**src/rtl/vcmp_pkg.sv**
```systemverilog
package vcmp_pkg;

    parameter int unsigned DEF_DATA_W = 16;
    parameter int unsigned DEF_MAX_VL = 8;

    typedef enum logic [2:0] {
        CMP_EQ   = 3'd0,
        CMP_NE   = 3'd1,
        CMP_LT   = 3'd2,
        CMP_GE   = 3'd3,
        CMP_LTU  = 3'd4,
        CMP_GEU  = 3'd5,
        CMP_RSV6 = 3'd6,
        CMP_RSV7 = 3'd7
    } cmp_op_e;

    // run configuration captured when a start is accepted
    typedef struct packed {
        cmp_op_e op;
        logic    swap;
        logic    zeroing;
        logic    v1;
        logic    v2;
    } cmp_cfg_t;

    // relation flags produced by the comparator datapath
    typedef struct packed {
        logic eq;
        logic lt_s;
        logic lt_u;
    } cmp_flags_t;

    function automatic logic cmp_decide(input cmp_op_e op, input cmp_flags_t f);
        logic r;
        case (op)
            CMP_EQ:  r = f.eq;
            CMP_NE:  r = !f.eq;
            CMP_LT:  r = f.lt_s;
            CMP_GE:  r = !f.lt_s;
            CMP_LTU: r = f.lt_u;
            CMP_GEU: r = !f.lt_u;
            default: r = 1'b0;
        endcase
        return r;
    endfunction

endpackage

```
**src/rtl/vcmp_alu.sv**
```systemverilog
module vcmp_alu
    import vcmp_pkg::*;
#(
    parameter int unsigned DATA_W = DEF_DATA_W
) (
    input  logic [DATA_W-1:0] a_in,
    input  logic [DATA_W-1:0] b_in,
    input  cmp_op_e           op,
    input  logic              swap,
    output logic              pass
);
    logic [DATA_W-1:0] lhs;
    logic [DATA_W-1:0] rhs;
    cmp_flags_t        flags;

    always_comb begin
        lhs      = swap ? b_in : a_in;
        rhs      = swap ? a_in : b_in;
        flags.eq   = (lhs == rhs);
        flags.lt_s = ($signed(lhs) < $signed(rhs));
        flags.lt_u = (lhs < rhs);
        pass     = cmp_decide(op, flags);
    end
endmodule

```
**src/rtl/vcmp_seq.sv**
```systemverilog
module vcmp_seq #(
    parameter int unsigned MAX_VL = vcmp_pkg::DEF_MAX_VL,
    parameter int unsigned VL_W   = $clog2(MAX_VL + 1),
    parameter int unsigned IDX_W  = (MAX_VL > 1) ? $clog2(MAX_VL) : 1
) (
    input  logic             clk,
    input  logic             rst,
    input  logic             start,
    input  logic             scalar_mode,
    input  logic [VL_W-1:0]  vl,
    output logic             load,
    output logic             busy,
    output logic             done,
    output logic [IDX_W-1:0] idx
);
    localparam logic [VL_W-1:0] VL_CAP = VL_W'(MAX_VL);

    logic [VL_W-1:0] len_d;
    logic [VL_W-1:0] len_q;
    logic            at_last;

    always_comb begin
        load = start && !busy;
        if (scalar_mode)
            len_d = VL_W'(1);
        else if (vl > VL_CAP)
            len_d = VL_CAP;
        else
            len_d = vl;
        at_last = ((VL_W'(idx) + VL_W'(1)) == len_q);
    end

    always_ff @(posedge clk) begin
        if (rst) begin
            busy  <= 1'b0;
            done  <= 1'b0;
            idx   <= '0;
            len_q <= '0;
        end else begin
            done <= 1'b0;
            if (load) begin
                idx   <= '0;
                len_q <= len_d;
                if (len_d == '0)
                    done <= 1'b1;
                else
                    busy <= 1'b1;
            end else if (busy) begin
                if (at_last) begin
                    busy <= 1'b0;
                    done <= 1'b1;
                end else begin
                    idx <= idx + IDX_W'(1);
                end
            end
        end
    end

    AST_IDX_IN_RANGE: assert property (@(posedge clk) disable iff (rst)
        busy |-> (VL_W'(idx) < len_q));
    AST_DONE_PULSE: assert property (@(posedge clk) disable iff (rst)
        done |=> !done);
    AST_START_WHILE_BUSY: assert property (@(posedge clk) disable iff (rst)
        (busy && start) |=> (len_q == $past(len_q)));
    AST_LEN_CAPPED: assert property (@(posedge clk) disable iff (rst)
        busy |-> (len_q <= VL_CAP));
endmodule

```
**src/rtl/vcmp_mask.sv**
```systemverilog
module vcmp_mask #(
    parameter int unsigned MAX_VL = vcmp_pkg::DEF_MAX_VL,
    parameter int unsigned IDX_W  = (MAX_VL > 1) ? $clog2(MAX_VL) : 1
) (
    input  logic              clk,
    input  logic              rst,
    input  logic              load,
    input  logic [MAX_VL-1:0] init,
    input  logic              step,
    input  logic [IDX_W-1:0]  idx,
    input  logic              active,
    input  logic              pass,
    input  logic              zeroing,
    input  logic              scalar_mode,
    output logic [MAX_VL-1:0] pred,
    output logic              all_ok
);
    always_ff @(posedge clk) begin
        if (rst) begin
            pred   <= '0;
            all_ok <= 1'b0;
        end else if (load) begin
            pred   <= init;
            all_ok <= 1'b1;
        end else if (step) begin
            if (!scalar_mode) begin
                if (active && pass)
                    pred[idx] <= 1'b1;
                else if (zeroing)
                    pred[idx] <= 1'b0;
            end
            if (active && !pass)
                all_ok <= 1'b0;
        end
    end

    AST_NO_CLEAR_WITHOUT_ZEROING: assert property (@(posedge clk) disable iff (rst)
        (step && !zeroing) |=> ((pred & $past(pred)) == $past(pred)));
    AST_FAIL_DROPS_TAKEN: assert property (@(posedge clk) disable iff (rst)
        (step && active && !pass) |=> !all_ok);
    AST_SCALAR_PRED_HOLD: assert property (@(posedge clk) disable iff (rst)
        (step && scalar_mode) |=> $stable(pred));
    AST_ZERO_MASKED: assert property (@(posedge clk) disable iff (rst)
        (step && zeroing && !active && !scalar_mode) |=> (pred[$past(idx)] == 1'b0));
    AST_MASKED_NO_EFFECT: assert property (@(posedge clk) disable iff (rst)
        (step && !active) |=> (all_ok == $past(all_ok)));
endmodule

```
**src/rtl/vcmp_pred_unit.sv**
```systemverilog
module vcmp_pred_unit
    import vcmp_pkg::*;
#(
    parameter int unsigned DATA_W = DEF_DATA_W,
    parameter int unsigned MAX_VL = DEF_MAX_VL,
    parameter int unsigned VL_W   = $clog2(MAX_VL + 1),
    parameter int unsigned IDX_W  = (MAX_VL > 1) ? $clog2(MAX_VL) : 1
) (
    input  logic              clk,
    input  logic              rst,
    input  logic              start,
    input  logic [2:0]        cmp_op,
    input  logic              swap_src,
    input  logic              zeroing,
    input  logic              src1_vec,
    input  logic              src2_vec,
    input  logic [VL_W-1:0]   vl,
    input  logic [MAX_VL-1:0] src_pred,
    input  logic [MAX_VL-1:0] dst_pred_init,
    output logic [IDX_W-1:0]  rd_idx1,
    output logic [IDX_W-1:0]  rd_idx2,
    input  logic [DATA_W-1:0] src1_data,
    input  logic [DATA_W-1:0] src2_data,
    output logic              busy,
    output logic              done,
    output logic              taken,
    output logic [MAX_VL-1:0] dst_pred
);
    cmp_cfg_t          cfg_q;
    logic [MAX_VL-1:0] mask_q;
    logic              load;
    logic [IDX_W-1:0]  idx;
    logic              scalar_now;
    logic              scalar_q;
    logic              elem_active;
    logic              elem_pass;

    assign scalar_now = !src1_vec && !src2_vec;
    assign scalar_q   = !cfg_q.v1 && !cfg_q.v2;

    vcmp_seq #(
        .MAX_VL (MAX_VL),
        .VL_W   (VL_W),
        .IDX_W  (IDX_W)
    ) i_seq (
        .clk         (clk),
        .rst         (rst),
        .start       (start),
        .scalar_mode (scalar_now),
        .vl          (vl),
        .load        (load),
        .busy        (busy),
        .done        (done),
        .idx         (idx)
    );

    always_ff @(posedge clk) begin
        if (rst) begin
            cfg_q  <= '0;
            mask_q <= '0;
        end else if (load) begin
            cfg_q.op      <= cmp_op_e'(cmp_op);
            cfg_q.swap    <= swap_src;
            cfg_q.zeroing <= zeroing;
            cfg_q.v1      <= src1_vec;
            cfg_q.v2      <= src2_vec;
            mask_q        <= src_pred;
        end
    end

    assign rd_idx1     = cfg_q.v1 ? idx : '0;
    assign rd_idx2     = cfg_q.v2 ? idx : '0;
    assign elem_active = scalar_q ? 1'b1 : mask_q[idx];

    vcmp_alu #(
        .DATA_W (DATA_W)
    ) i_alu (
        .a_in (src1_data),
        .b_in (src2_data),
        .op   (cfg_q.op),
        .swap (cfg_q.swap),
        .pass (elem_pass)
    );

    vcmp_mask #(
        .MAX_VL (MAX_VL),
        .IDX_W  (IDX_W)
    ) i_mask (
        .clk         (clk),
        .rst         (rst),
        .load        (load),
        .init        (dst_pred_init),
        .step        (busy),
        .idx         (idx),
        .active      (elem_active),
        .pass        (elem_pass),
        .zeroing     (cfg_q.zeroing),
        .scalar_mode (scalar_q),
        .pred        (dst_pred),
        .all_ok      (taken)
    );

    AST_SCALAR_INDEX_FIXED: assert property (@(posedge clk) disable iff (rst)
        (busy && !cfg_q.v1) |=> (rd_idx1 == '0));
    AST_DONE_NOT_BUSY: assert property (@(posedge clk) disable iff (rst)
        done |-> !busy);
    AST_RESERVED_FAILS: assert property (@(posedge clk) disable iff (rst)
        (busy && (cfg_q.op == CMP_RSV6 || cfg_q.op == CMP_RSV7)) |-> !elem_pass);
endmodule

```
**config.mk**
```make
export PLATFORM = sky130hd
export DESIGN_NAME = vcmp_pred_unit
export DESIGN_NICKNAME = d
export VERILOG_FILES = /design/src/rtl/vcmp_pkg.sv /design/src/rtl/vcmp_alu.sv /design/src/rtl/vcmp_seq.sv /design/src/rtl/vcmp_mask.sv /design/src/rtl/vcmp_pred_unit.sv
export SDC_FILE = /design/constraint.sdc
export NUM_CORES = 1
export LEC_CHECK = 0
export BUFFER_PORTS_ARGS = -buffer_cell sky130_fd_sc_hd__buf_4
export CAP_MARGIN = 20
export CORE_ASPECT_RATIO = 1.25
export CORE_MARGIN = 3
export CORE_UTILIZATION = 51
export DETAILED_ROUTE_END_ITERATION = 8
export GPL_ROUTABILITY_DRIVEN = 0
export GPL_TIMING_DRIVEN = 0
export PLACE_DENSITY = 0.85
export SYNTH_ARGS = -nofsm -noshare
export SYNTH_HDL_FRONTEND = slang
export SYNTH_HIERARCHICAL = 1
export SYNTH_SLANG_ARGS = --single-unit
```
**constraint.sdc**
```tcl
create_clock -name clk -period 3.49 [get_ports clk]
set_input_delay 0.349 -clock clk [delete_from_list [all_inputs] [get_ports clk]]
set_output_delay 0.349 -clock clk [all_outputs]
set_load 0.02 [all_outputs]
```
# == Yosys cells after proc, flatten, opt, wreduce, memory -nomap -nowiden ==
# Index checks and enable logic that the tools add are counted.
# op_classes
bitwise_logic,4
n_mux,28
eq_ne,9
n_addsub,2
magnitude_cmp,5
reduce_logical,24
# op_table
op,count
$mux W8,5
$lt A16 B16 Y1,2
$mux W16,2
$eq A16 B16 Y1,1
$mux W1,14
$logic_not A1 Y1,9
$and A8 B8 Y8,1
$mux W4,2
$not A8 Y8,1
$or A8 B8 Y8,1
$eq A3 B2 Y1 const B,2
$eq A3 B3 Y1 const B,2
$logic_and A1 B1 Y1,6
$mux W3,2
$pmux W1 S6,1
$add A3 B1 Y4 const B,1
$eq A4 B4 Y1,1
$gt A4 B4 Y1 const B,1
$logic_not A4 Y1,1
$lt A3 B4 Y1 const B,1
$reduce_and A2 Y1,2
$reduce_bool A2 Y1,2
$add A3 B1 Y3 const B,1
$bmux W1 S3,1
other kinds (10),10
# totals
out_inout_bits,17
register_bits,33

# == Logic depth before layout (Yosys ltp) ==
# Gate-level depths: netlist of the first run.
# logic_depth
ltp_word,11
mapped_depth,14

# == Cells and area by module ==
# The synthesis of the first run kept the hierarchy.
# modules_own_cells
module,instances,cells_per_inst,area_each_um2
vcmp_alu,1,91,767.0
vcmp_pred_unit,1,63,653.1
vcmp_mask,1,61,531.8
vcmp_seq,1,56,484.2

# == Worst setup path after synthesis of the first run ==
# Ideal clock, no wire load.
# synth_timing
kind,register -> register
start,"reg, netlist name cfg_q[3]"
end,reg (tool-made name)
arrival_time_ns,3.108
stages_incl_launch_ff,15
path_buffers,2
path_slack_ns,0.286
required_ns,3.395
cell_sequence,dfxtp_1 > clkbuf_1 > buf_1 > mux2_2 > ha_1 > nand4_1 > nor3_1 > nand2_1 > o2111ai_2 > xor2_1 > mux2i_1 > o31ai_1 > a21o_2 > a21bo_1 > a221oi_1

==> results of run 1 <==
[cells by family after synthesis]
group	after synthesis	synth area share, %
XOR/XNOR	6	2.16
adder cells (fa/ha/maj)	16	8.22
buffers and inverters	19	3.85
flip-flops	33	27.1
AO/OA/AOI/OAI	61	18.9
multiplexers	52	22.9
AND/OR/NAND/NOR	84	16.9
[cell usage in the layout, fill, tap and decap left out, types with 4 or more instances in the layout]
master     n
a21o_1     8
mux2_2    10
xor2_1     4
mux2_1     5
clkbuf_8   6
a221oi_1   7
dfxtp_1   32
nor3_1     5
inv_1      9
nand2b_1   5
o22ai_1    7
a21oi_1   12
and2_1     4
nand2_1   15
buf_4     80
ha_1      16
o21ai_0    6
mux2i_1   35
nor2_1    33
[final timing paths]
kind,end,slack (ns),depth (start not counted)
worst max-delay path,flop,0.19,13
worst min-delay path,mask_q[6]$_SDFFE_PP0P_,0.30,3
worst max register to register,flop,0.19,13
worst min register to register,i_mask/all_ok$_SDFFE_PP0P_,0.49,2
[power groups by stage]
| stage | Combinational (W) | Sequential, W | Clock, W |
|---|---|---|---|
| 2_1_floorplan | 0.000212 | 0.000441 | 0 |
| 3_3_place_gp | 0.000329 | 0.000434 | 0 |
| 3_5_place_dp | 0.000341 | 0.000435 | 0 |
| 4_1_cts | 0.000345 | 0.000427 | 0.000290 |
| 5_1_grt | 0.000386 | 0.000434 | 0.000307 |
| 6_report | 0.000348 | 0.000429 | 0.000284 |
[metrics by stage]
step	instances	TNS, ns	total power [W]	util (%)
3_3_place_gp	407	-0.749	0.000763	68.9
3_5_place_dp	407	-1.76	0.000776	68.9
2_1_floorplan	271	0	0.000653	-
6_report	413	0	0.00106	71.6
4_1_cts	414	0	0.00106	71.1
5_1_grt	413	-0.239	0.00113	71.6
[layer usage]
layer	GRT usage [%]	part of all wire [%]	up-vias
li1	-	-	1169
met1	24.8	40	1114
met2	41.6	53	79
met3	4.74	6.1	9
met4	6.51	1.4	0
met5	0	0	-
[worst register-to-register path, stage by stage (launching register included)]
cell and delay [ns]:
dfxtp_2 0.38, buf_6 0.18, mux2_1 0.34, ha_1 0.33
nand4_1 0.19, nor3_2 0.25, nand2_1 0.13, o2111ai_2 0.21
xor2_1 0.19, mux2i_1 0.25, o31ai_2 0.12, a21o_2 0.25
a21bo_1 0.20, a221oi_2 0.20
[cell type report]
type,count,area [um^2],area share (%)
sequential,33,662,20.6
buffer,9,66.3,2.06
inverter,9,33.8,1.05
timing repair buffer,78,586,18.2
clock buffer,7,86.3,2.68
multi-input combinational,219,1710,53.2
tap,58,72.6,2.26
==> results.yml, run 1 <==
layout:
  fillCellCount: 352
  area_growth_pct: 32.0
  n_antenna_cell: 0
  design_area_um2: 3220
  drive_above_1_share_pct: 34.1
  layout.nets: 433
worst_setup_path:
  slowest_delay_ns: 0.38
  cp_top_family: "compound AO/OA/AOI/OAI gates"
  crit_start: "cfg_q[3]$_SDFFE_PP0P_"
  crit_type: "flop to flop"
  worstPathMaxFanout: 10
  critPathLaunchType: "flop"
  slowest_stage: "dfxtp_2"
  path_cells: "buf_6 > mux2_1 > ha_1 > nand4_1 > nor3_2 > nand2_1 > o2111ai_2 > xor2_1 > mux2i_1 > o31ai_2 > a21o_2 > a21bo_1 > a221oi_2"
  crit_arrival_ns: 3.50
  crit_buf_inv: 1
  cp.required_ns: 3.69
  r2r_start: "cfg_q[3]$_SDFFE_PP0P_"
  end_kind: "flop"
clocking:
  numCtsBuffers: 5
  cts.sinks: 33
  clockRootBuffer: "clkbuf_8"
  cts_resized: 5
  clk_path_buf_depth: 2
  cts.clk_slew.worst_paths_ns: 0.07
  post-cts-setup-buffer-count: 0
  insertion_delay_ns: 0.28
  cts_tree: "yes"
  h-tree-depth: 2
  cts-hold-fix-buffers: 0
logic_synthesis:
  synthTopCellsByArea: "dfxtp_1, mux2i_1, ha_1"
  synth_cells: 271
  yosys.area.top_type: "dfxtp_1"
  yosysMostFrequentCell: "mux2i_1"
  ys_seq_area_share_pct: 27.1
  synth_commonest_cells: "mux2i_1, dfxtp_1, nor2_1"
  async_reset_ff_share_pct: 0
  synth_enable_flop_cells: 0
  synth_flop_cell: "dfxtp_1"
  ys_types: 54
  syn-num-nets: 349
  synth_warnings: 6
  ys_ff_latch: 33
  syn_area_um2: 2440
  yosys.area.top_type_share_pct: 27.1
  synth.avg_cell_area_um2: 8.99
route:
  wl_per_cell_um: 14.8
  drtIter0Drc: 83
  first_pass_iters: 4
  wl_um: 6120
  postRouteAntennaNets: 0
  via_per_inst: 5.74
  vias: 2371
  drcViolationCount: 0
timing:
  setup_viol: 0
  finalWorstPathRequiredPeriod_ns: 3.30
  hold_viol: 0
  period_share_pct: 94.5
  drv_slew: 0
  worst_slew_pin_slew_ns: 0.457
  fin_hold_ws_ns: 0.304
  layout_setup_ws_ns: 0.192
  fin_skew_ns: 0.00585
  relSlewSlack_pct: 69.2
  max_freq_ghz: 0.303
pwr:
  sw_frac_of_total_pct: 30.3
  seqPwrFrac_pct: 40.4
  netSwitchingPower_w: 0.000321
  p_int_w: 0.000739
  p_leak_nw: 1.42
  power_frac_clock_pct: 26.7
  vdd_drop_max_uv: 225
  p_comb_share_pct: 32.8
  p_per_area_nw_per_um2: 330
global_route:
  antenna_found_initial: 0
  grt_pass1_wl_um: 10200
  grt_pass1_vias: 2463
  grt_usage_pct: 22.6
  grt_max_degree: 15
  grt_overflow_total: 0
floorplanning:
  start_util_pct: 54.2
  die_h_um: 83.3
  num_io_pins: 79
  die_area_um2: 5650
  rows: 27
  die_w_um: 67.8
  core_area_um2: 4490
flow_run:
  timing.max_cap.violations: 0
placed_design:
  port_buffers: 78
  placed_area_um2: 3090
  dp_hpwl_um: 4700
  dp_worst_setup_slack_ns: -0.255
worst_hold_path:
  hold_start: "src_pred[6]"
  hp-class: "input pin to flop"
status:
  outcome: "completed"
(Power assumes the default switching activity.)
==> run 2, diff against run 1 <==
ABC_AREA = 1   (was not set)
CORE_UTILIZATION = 54   (was 51)
CTS_BUF_LIST = sky130_fd_sc_hd__clkbuf_8   (was not set)
GPL_TIMING_DRIVEN = not set   (was 0)
PLACE_DENSITY = 0.88   (was 0.85)
==> run 2 against run 1 <==
Sequential share of layout area decreased by 0.79 points. Power rose by 1.6%. Non-clock buffer count decreased by 8. Hold slack improved by 0.013 ns. Routed wire length grew 5.6%. Utilization down 1.5 points. First-iteration DRC count grew 49%.
==> results.yml, run 2 <==
worst_setup_path:
  cp.required_ns: 3.67
  crit_arrival_ns: 3.05
  critPathLaunchType: "flop"
  slowest_delay_ns: 0.41
  end_kind: "flop"
  crit_type: "flop to flop"
  crit_buf_inv: 3
  cp_common_cell: "nand2_1"
  worstPathMaxFanout: 63
  reg2reg_depth: 18
  path_cells: "buf_4 > o21ai_0 > ha_1 > nand2_1 > inv_1 > nand4_1 > nor2_1 > nand3_1 > o21ai_1 > nor2_1 > nand2_1 > nand2_1 > nand2_2 > nand2_1 > inv_2 > nand3_1 > nand2_1 > nor2_1"
  cp.depth: 18
  cp_top_family: "simple AND/OR/NAND/NOR gates"
  slowest_stage: "buf_4"
clocking:
  insertion_delay_ns: 0.28
  cts_tree: "yes"
  numCtsBuffers: 5
  clockRootBuffer: "clkbuf_8"
  cts.clk_slew.worst_paths_ns: 0.07
  post-cts-setup-buffer-count: 0
  cts_resized: 0
  cts-hold-fix-buffers: 0
  cts.sinks: 33
  h-tree-depth: 2
  clk_path_buf_depth: 2
floorplanning:
  core_area_um2: 4760
  rows: 28
  die_area_um2: 5840
  die_w_um: 69.0
  start_util_pct: 56.2
  num_io_pins: 79
  die_h_um: 84.7
logic_synthesis:
  muxShareOfSynthArea_pct: 0
  synthTopCellsByArea: "dfxtp_1, nand2_1, inv_1"
  yosys.area.top_type_share_pct: 24.7
  synthAdderAreaFrac_pct: 7.48
  yosysMostFrequentCell: "nand2_1"
  ys_seq_area_share_pct: 24.7
  synth_flop_cell: "dfxtp_1"
  synth_warnings: 6
  ys_ff_latch: 33
  synth_compound_area_share_pct: 13.6
  synth-xor-area-share_pct: 0.327
  syn_area_um2: 2680
  synth_enable_flop_cells: 0
  synth_cells: 444
  async_reset_ff_share_pct: 0
  synth.avg_cell_area_um2: 6.03
  yosys.area.top_type: "dfxtp_1"
  synth-simple-area-share_pct: 40.2
  synth_commonest_cells: "nand2_1, inv_1, dfxtp_1"
  syn-num-nets: 522
  synth_top_family_by_area: "simple AND/OR/NAND/NOR gates"
  ys_types: 30
route:
  wl_per_cell_um: 11.2
  vias: 2936
  drcViolationCount: 0
  wl_um: 6470
  via_per_inst: 5.08
  drtIter0Drc: 124
  postRouteAntennaNets: 0
  first_pass_iters: 4
timing:
  max_freq_ghz: 0.349
  period_share_pct: 82.1
  fin_skew_ns: 0.00363
  setup_viol: 0
  rsz0062_at_grt: "false"
  finalWorstPathRequiredPeriod_ns: 2.87
  worst_slew_pin_slew_ns: 0.685
  drv_slew: 0
  fin_hold_ws_ns: 0.318
  fin_tns_setup_ns: 0
  hold_viol: 0
  relSlewSlack_pct: 54.2
layout:
  fin_cells: 578
  final_cell_mix: "nand2_1, buf_4, inv_1, dfxtp_1, o21ai_0"
  design_area_um2: 3340
  postLayoutCoreUtil_pct: 70.0
  final_common_cell: "nand2_1"
  area_growth_pct: 24.6
  layout.nets: 595
  drive_above_1_share_pct: 23.0
  fillCellCount: 428
  n_antenna_cell: 0
placed_design:
  dp_hpwl_um: 5020
  port_buffers: 78
  place_inst: 570
  placed_area_um2: 3250
pwr:
  p_per_area_nw_per_um2: 323
  p_leak_nw: 1.72
  vdd_drop_max_uv: 322
global_route:
  grt_pass1_wl_um: 10300
  antenna_found_initial: 0
  grt_max_degree: 64
  grt_pass1_vias: 2685
  grt_overflow_total: 0
  grt_usage_pct: 22.2
worst_hold_path:
  min_path_cells: 3
  hp-class: "input pin to flop"
flow_run:
  timing.max_cap.violations: 0
status:
  outcome: "completed"
==> run 2: cell count changes after synthesis, sizes merged, moves of 8 or more <==
cell / previous run / this run
nand2: 16 / 160
inv: 9 / 70
mux2i: 35 / 0
nand3: 3 / 36
o21ai: 9 / 34
a21oi: 13 / 30
mux2: 16 / 0
a221oi: 9 / 0
a21o: 9 / 1
==> run 2: cell type report <==
type	count	area, um^2	share of cell area (%)
Sequential cell	33	661	19.8
Inverter	71	272	8.14
Multi-Input combinational cell	327	1650	49.5
Timing Repair Buffer	79	593	17.8
Clock buffer	5	68.8	2.06
Tap cell	60	75.1	2.25
Clock inverter	3	17.5	0.525
==> run 2: cell families (layout without fill, tap and decap cells) <==
family | count (synthesis) | in the layout
buffers and inverters | 84 | 158
xor gates and xnor gates | 1 | 1
and+or+nand+nor | 241 | 241
AOI/OAI and AO/OA | 69 | 69
adders and majority gates | 16 | 16
DFF | 33 | 33
==> run 2: through the flow <==
stage,worst slack [ns],total power (W)
after CTS,0.621,0.00108
after global routing,0.323,0.00115
final,0.624,0.00108
after detailed placement,0.628,0.000803
after global placement,0.773,0.000791
after floorplan,0.972,0.000692
==> run 2: where the power goes <==
part	internal [W]	total, W	switching (W)
Combinational	0.000157	0.000365	0.000207
Clock	0.000138	0.000282	0.000145
Sequential	0.000403	0.000431	0.0000287
==> run 2: metal layers <==
layer  GRT usage, %  part of all wire [%]  vias up
li1               -                     -     1540
met1           22.1                    38     1305
met2           43.7                    55       79
met3           3.75                   5.1       12
met4           7.09                   1.5        0
met5              0                     0        -
==> run 2: path summary, 6_finish.rpt <==
path                                             start  slack (ns)                     end
worst max-delay path             cfg_q[3]$_SDFFE_PP0P_        0.62                    flop
worst min register to register  mask_q[1]$_SDFFE_PP0P_        0.47  mask_q[1]$_SDFFE_PP0P_
worst min-delay path                       src_pred[2]        0.32  mask_q[2]$_SDFFE_PP0P_
worst max register to register   cfg_q[3]$_SDFFE_PP0P_        0.62                    flop
==> run 2: worst reg2reg max path, stage by stage (launching register included) <==
cell	delay, ns
dfxtp_1	0.31
buf_4	0.41
o21ai_0	0.22
ha_1	0.30
nand2_1	0.04
inv_1	0.04
nand4_1	0.12
nor2_1	0.16
nand3_1	0.14
o21ai_1	0.16
nor2_1	0.06
nand2_1	0.07
nand2_1	0.12
nand2_2	0.11
nand2_1	0.07
inv_2	0.18
nand3_1	0.12
nand2_1	0.09
nor2_1	0.04
==> run 3, diff against run 2 <==
ABC_AREA = 0   (was 1)
CORE_UTILIZATION = 48   (was 54)
PLACE_DENSITY = 0.84   (was 0.88)
clock period = 2.3 ns   (was 3.49 ns; I/O delays follow)
==> run 3 against run 2 <==
The run now ends with negative setup slack left. Sequential cell count unchanged. Clock skew increased by 0.0028 ns. Final cell count down 26%. Critical path depth fell by 5. Clock power rose by 96%. Design area up 7.5%. Combinational power is 79% higher. Critical path type unchanged. Largest power group is now combinational cells.
==> results.yml, run 3 (same netlist as run 1, synthesis figures left out) <==
layout:
  n_antenna_cell: 0
  drive_above_1_share_pct: 43.2
  fillCellCount: 376
  fin_cells: 426
  area_growth_pct: 47.3
  multiInputGateArea_um2: 1930
  regArea_um2: 664
  final_cell_mix: "buf_4, mux2i_1, nor2_1, dfxtp_1, nand2_1"
  layout.nets: 443
  final_common_cell: "buf_4"
floorplanning:
  die_h_um: 85.7
  start_util_pct: 50.4
  core_area_um2: 4830
  rows: 28
  num_io_pins: 79
  die_w_um: 69.7
  die_area_um2: 5970
placed_design:
  dp_hpwl_um: 5020
  place_inst: 413
  dp_worst_setup_slack_ns: -0.664
  port_buffers: 78
route:
  wl_um: 6750
  drcViolationCount: 0
  first_pass_iters: 4
  routedLengthMet1_um: 2560
  via_per_inst: 5.63
  top_layer: "met4"
  wl_met3_um: 321
  vias: 2400
  postRouteAntennaNets: 0
  wl_met2_um: 3730
  wl_per_cell_um: 15.8
  drtIter0Drc: 81
timing:
  period_share_pct: 130
  rsz0062_at_grt: "true"
  relSlewSlack_pct: 64.2
  max_freq_ghz: 0.333
  drv_slew: 0
  setup_viol: 9
  hold_viol: 0
  worst_slew_pin_slew_ns: 0.536
  layout_setup_ws_ns: -0.700
  finalWorstPathRequiredPeriod_ns: 3.00
  fin_skew_ns: 0.00638
clocking:
  cts-hold-fix-buffers: 0
  clk_path_buf_depth: 2
  insertion_delay_ns: 0.28
  cts.sinks: 33
  cts_tree: "yes"
  h-tree-depth: 2
  clockRootBuffer: "clkbuf_8"
  numCtsBuffers: 5
  cts.clk_slew.worst_paths_ns: 0.06
worst_setup_path:
  end_kind: "flop"
  critPathLaunchType: "flop"
  crit_type: "flop to flop"
  cp.required_ns: 2.50
  crit_arrival_ns: 3.20
  worstPathMaxFanout: 7
global_route:
  grt_pass1_vias: 2515
  grt_pass1_wl_um: 11200
  grt_overflow_total: 0
  grt_max_degree: 32
  antenna_found_initial: 0
  grt_usage_pct: 22.8
pwr:
  power_frac_clock_pct: 29.9
  p_comb_share_pct: 35.2
  p_per_area_nw_per_um2: 516
  vdd_drop_max_uv: 378
  netSwitchingPower_w: 0.000548
  seqPwrFrac_pct: 34.9
  sw_frac_of_total_pct: 29.6
  p_int_w: 0.00130
  p_leak_nw: 1.56
flow_run:
  timing.max_cap.violations: 0
status:
  violations: "negative setup slack"
  outcome: "complete, but fails checks"
worst_hold_path:
  hp-class: "input pin to flop"
[run 3: changes by cell type in the layout (fill, tap and decap cells not counted), moves of 12 or more]
| cell | previous run | this run |
|---|---|---|
| inv_1 | 61 | 10 |
| nand3_1 | 28 | 2 |
| nand2_1 | 153 | 15 |
| mux2_4 | 0 | 12 |
| o21ai_0 | 31 | 3 |
| mux2i_1 | 0 | 34 |
| a21oi_1 | 28 | 12 |
| buf_4 | 79 | 93 |
[run 3: worst paths after layout]
path                                                  from                    endpoint  slack [ns]  cells past startpoint
worst max-delay path                 cfg_q[3]$_SDFFE_PP0P_                        flop       -0.70                     13
worst min-delay path                           src_pred[4]      mask_q[4]$_SDFFE_PP0P_        0.18                      3
worst max register to register       cfg_q[3]$_SDFFE_PP0P_                        flop       -0.70                     13
worst min register to register  i_mask/all_ok$_SDFFE_PP0P_  i_mask/all_ok$_SDFFE_PP0P_        0.48                      2
[run 3: cell type report]
cell class | count | share of cell area [%]
repair buffers | 97 | 21.4
clock inverters | 2 | 0.941
clock buffers | 6 | 2.30
multi-input cells | 219 | 53.8
flip-flops and latches | 33 | 18.5
inverters | 9 | 0.941
well taps | 60 | 2.09
[run 3: repair_timing]
action | in CTS | in global routing
gates resized for setup | 6 | 6
buffers inserted | 3 | 1
cloned | 1 | 0
endpoints found under the setup margin | 9 | 9
pin swaps | 2 | 5
[run 3: critical path, stage by stage, from the launching register on]
cell and delay (ns):
dfxtp_4 0.41, buf_12 0.14, mux2_4 0.31, ha_4 0.27
nand4_1 0.15, nor3_2 0.14, nand2_1 0.12, o2111ai_2 0.21
xor2_1 0.22, mux2i_1 0.23, o31ai_2 0.11, a21o_2 0.22
a21bo_1 0.18, a221oi_2 0.21
[run 3: through the flow]
stage | total power, W | setup TNS, ns | hold slack, ns | area (um^2) | util (%)
finish | 0.00185 | -5.87 | 0.182 | 3590 | 74.2
global route | 0.00196 | -7.24 | 0.187 | 3590 | 74.2
CTS | 0.00184 | -5.18 | 0.179 | 3550 | 73.5
detailed placement | 0.00127 | -5.30 | 0.474 | 3360 | 69.5
global placement | 0.00125 | -4.51 | 0.463 | 3360 | 69.5
floorplan | 0.00106 | -3.66 | 0.295 | 2680 | -
[run 3: power groups by stage]
stage / Combinational [W] / Sequential (W) / Clock, W
floorplan: 0.000388 / 0.000670 / 0
global placement: 0.000595 / 0.000655 / 0
detailed placement: 0.000613 / 0.000656 / 0
CTS: 0.000632 / 0.000645 / 0.000566
global route: 0.000715 / 0.000651 / 0.000592
finish: 0.000652 / 0.000646 / 0.000553
[run 3: per-layer routing]
layer / track usage [%] / vias up
met4: 6.97 / 0
met3: 3.87 / 9
met5: 0 / -
met1: 24.2 / 1134
li1: - / 1184
met2: 45.4 / 73
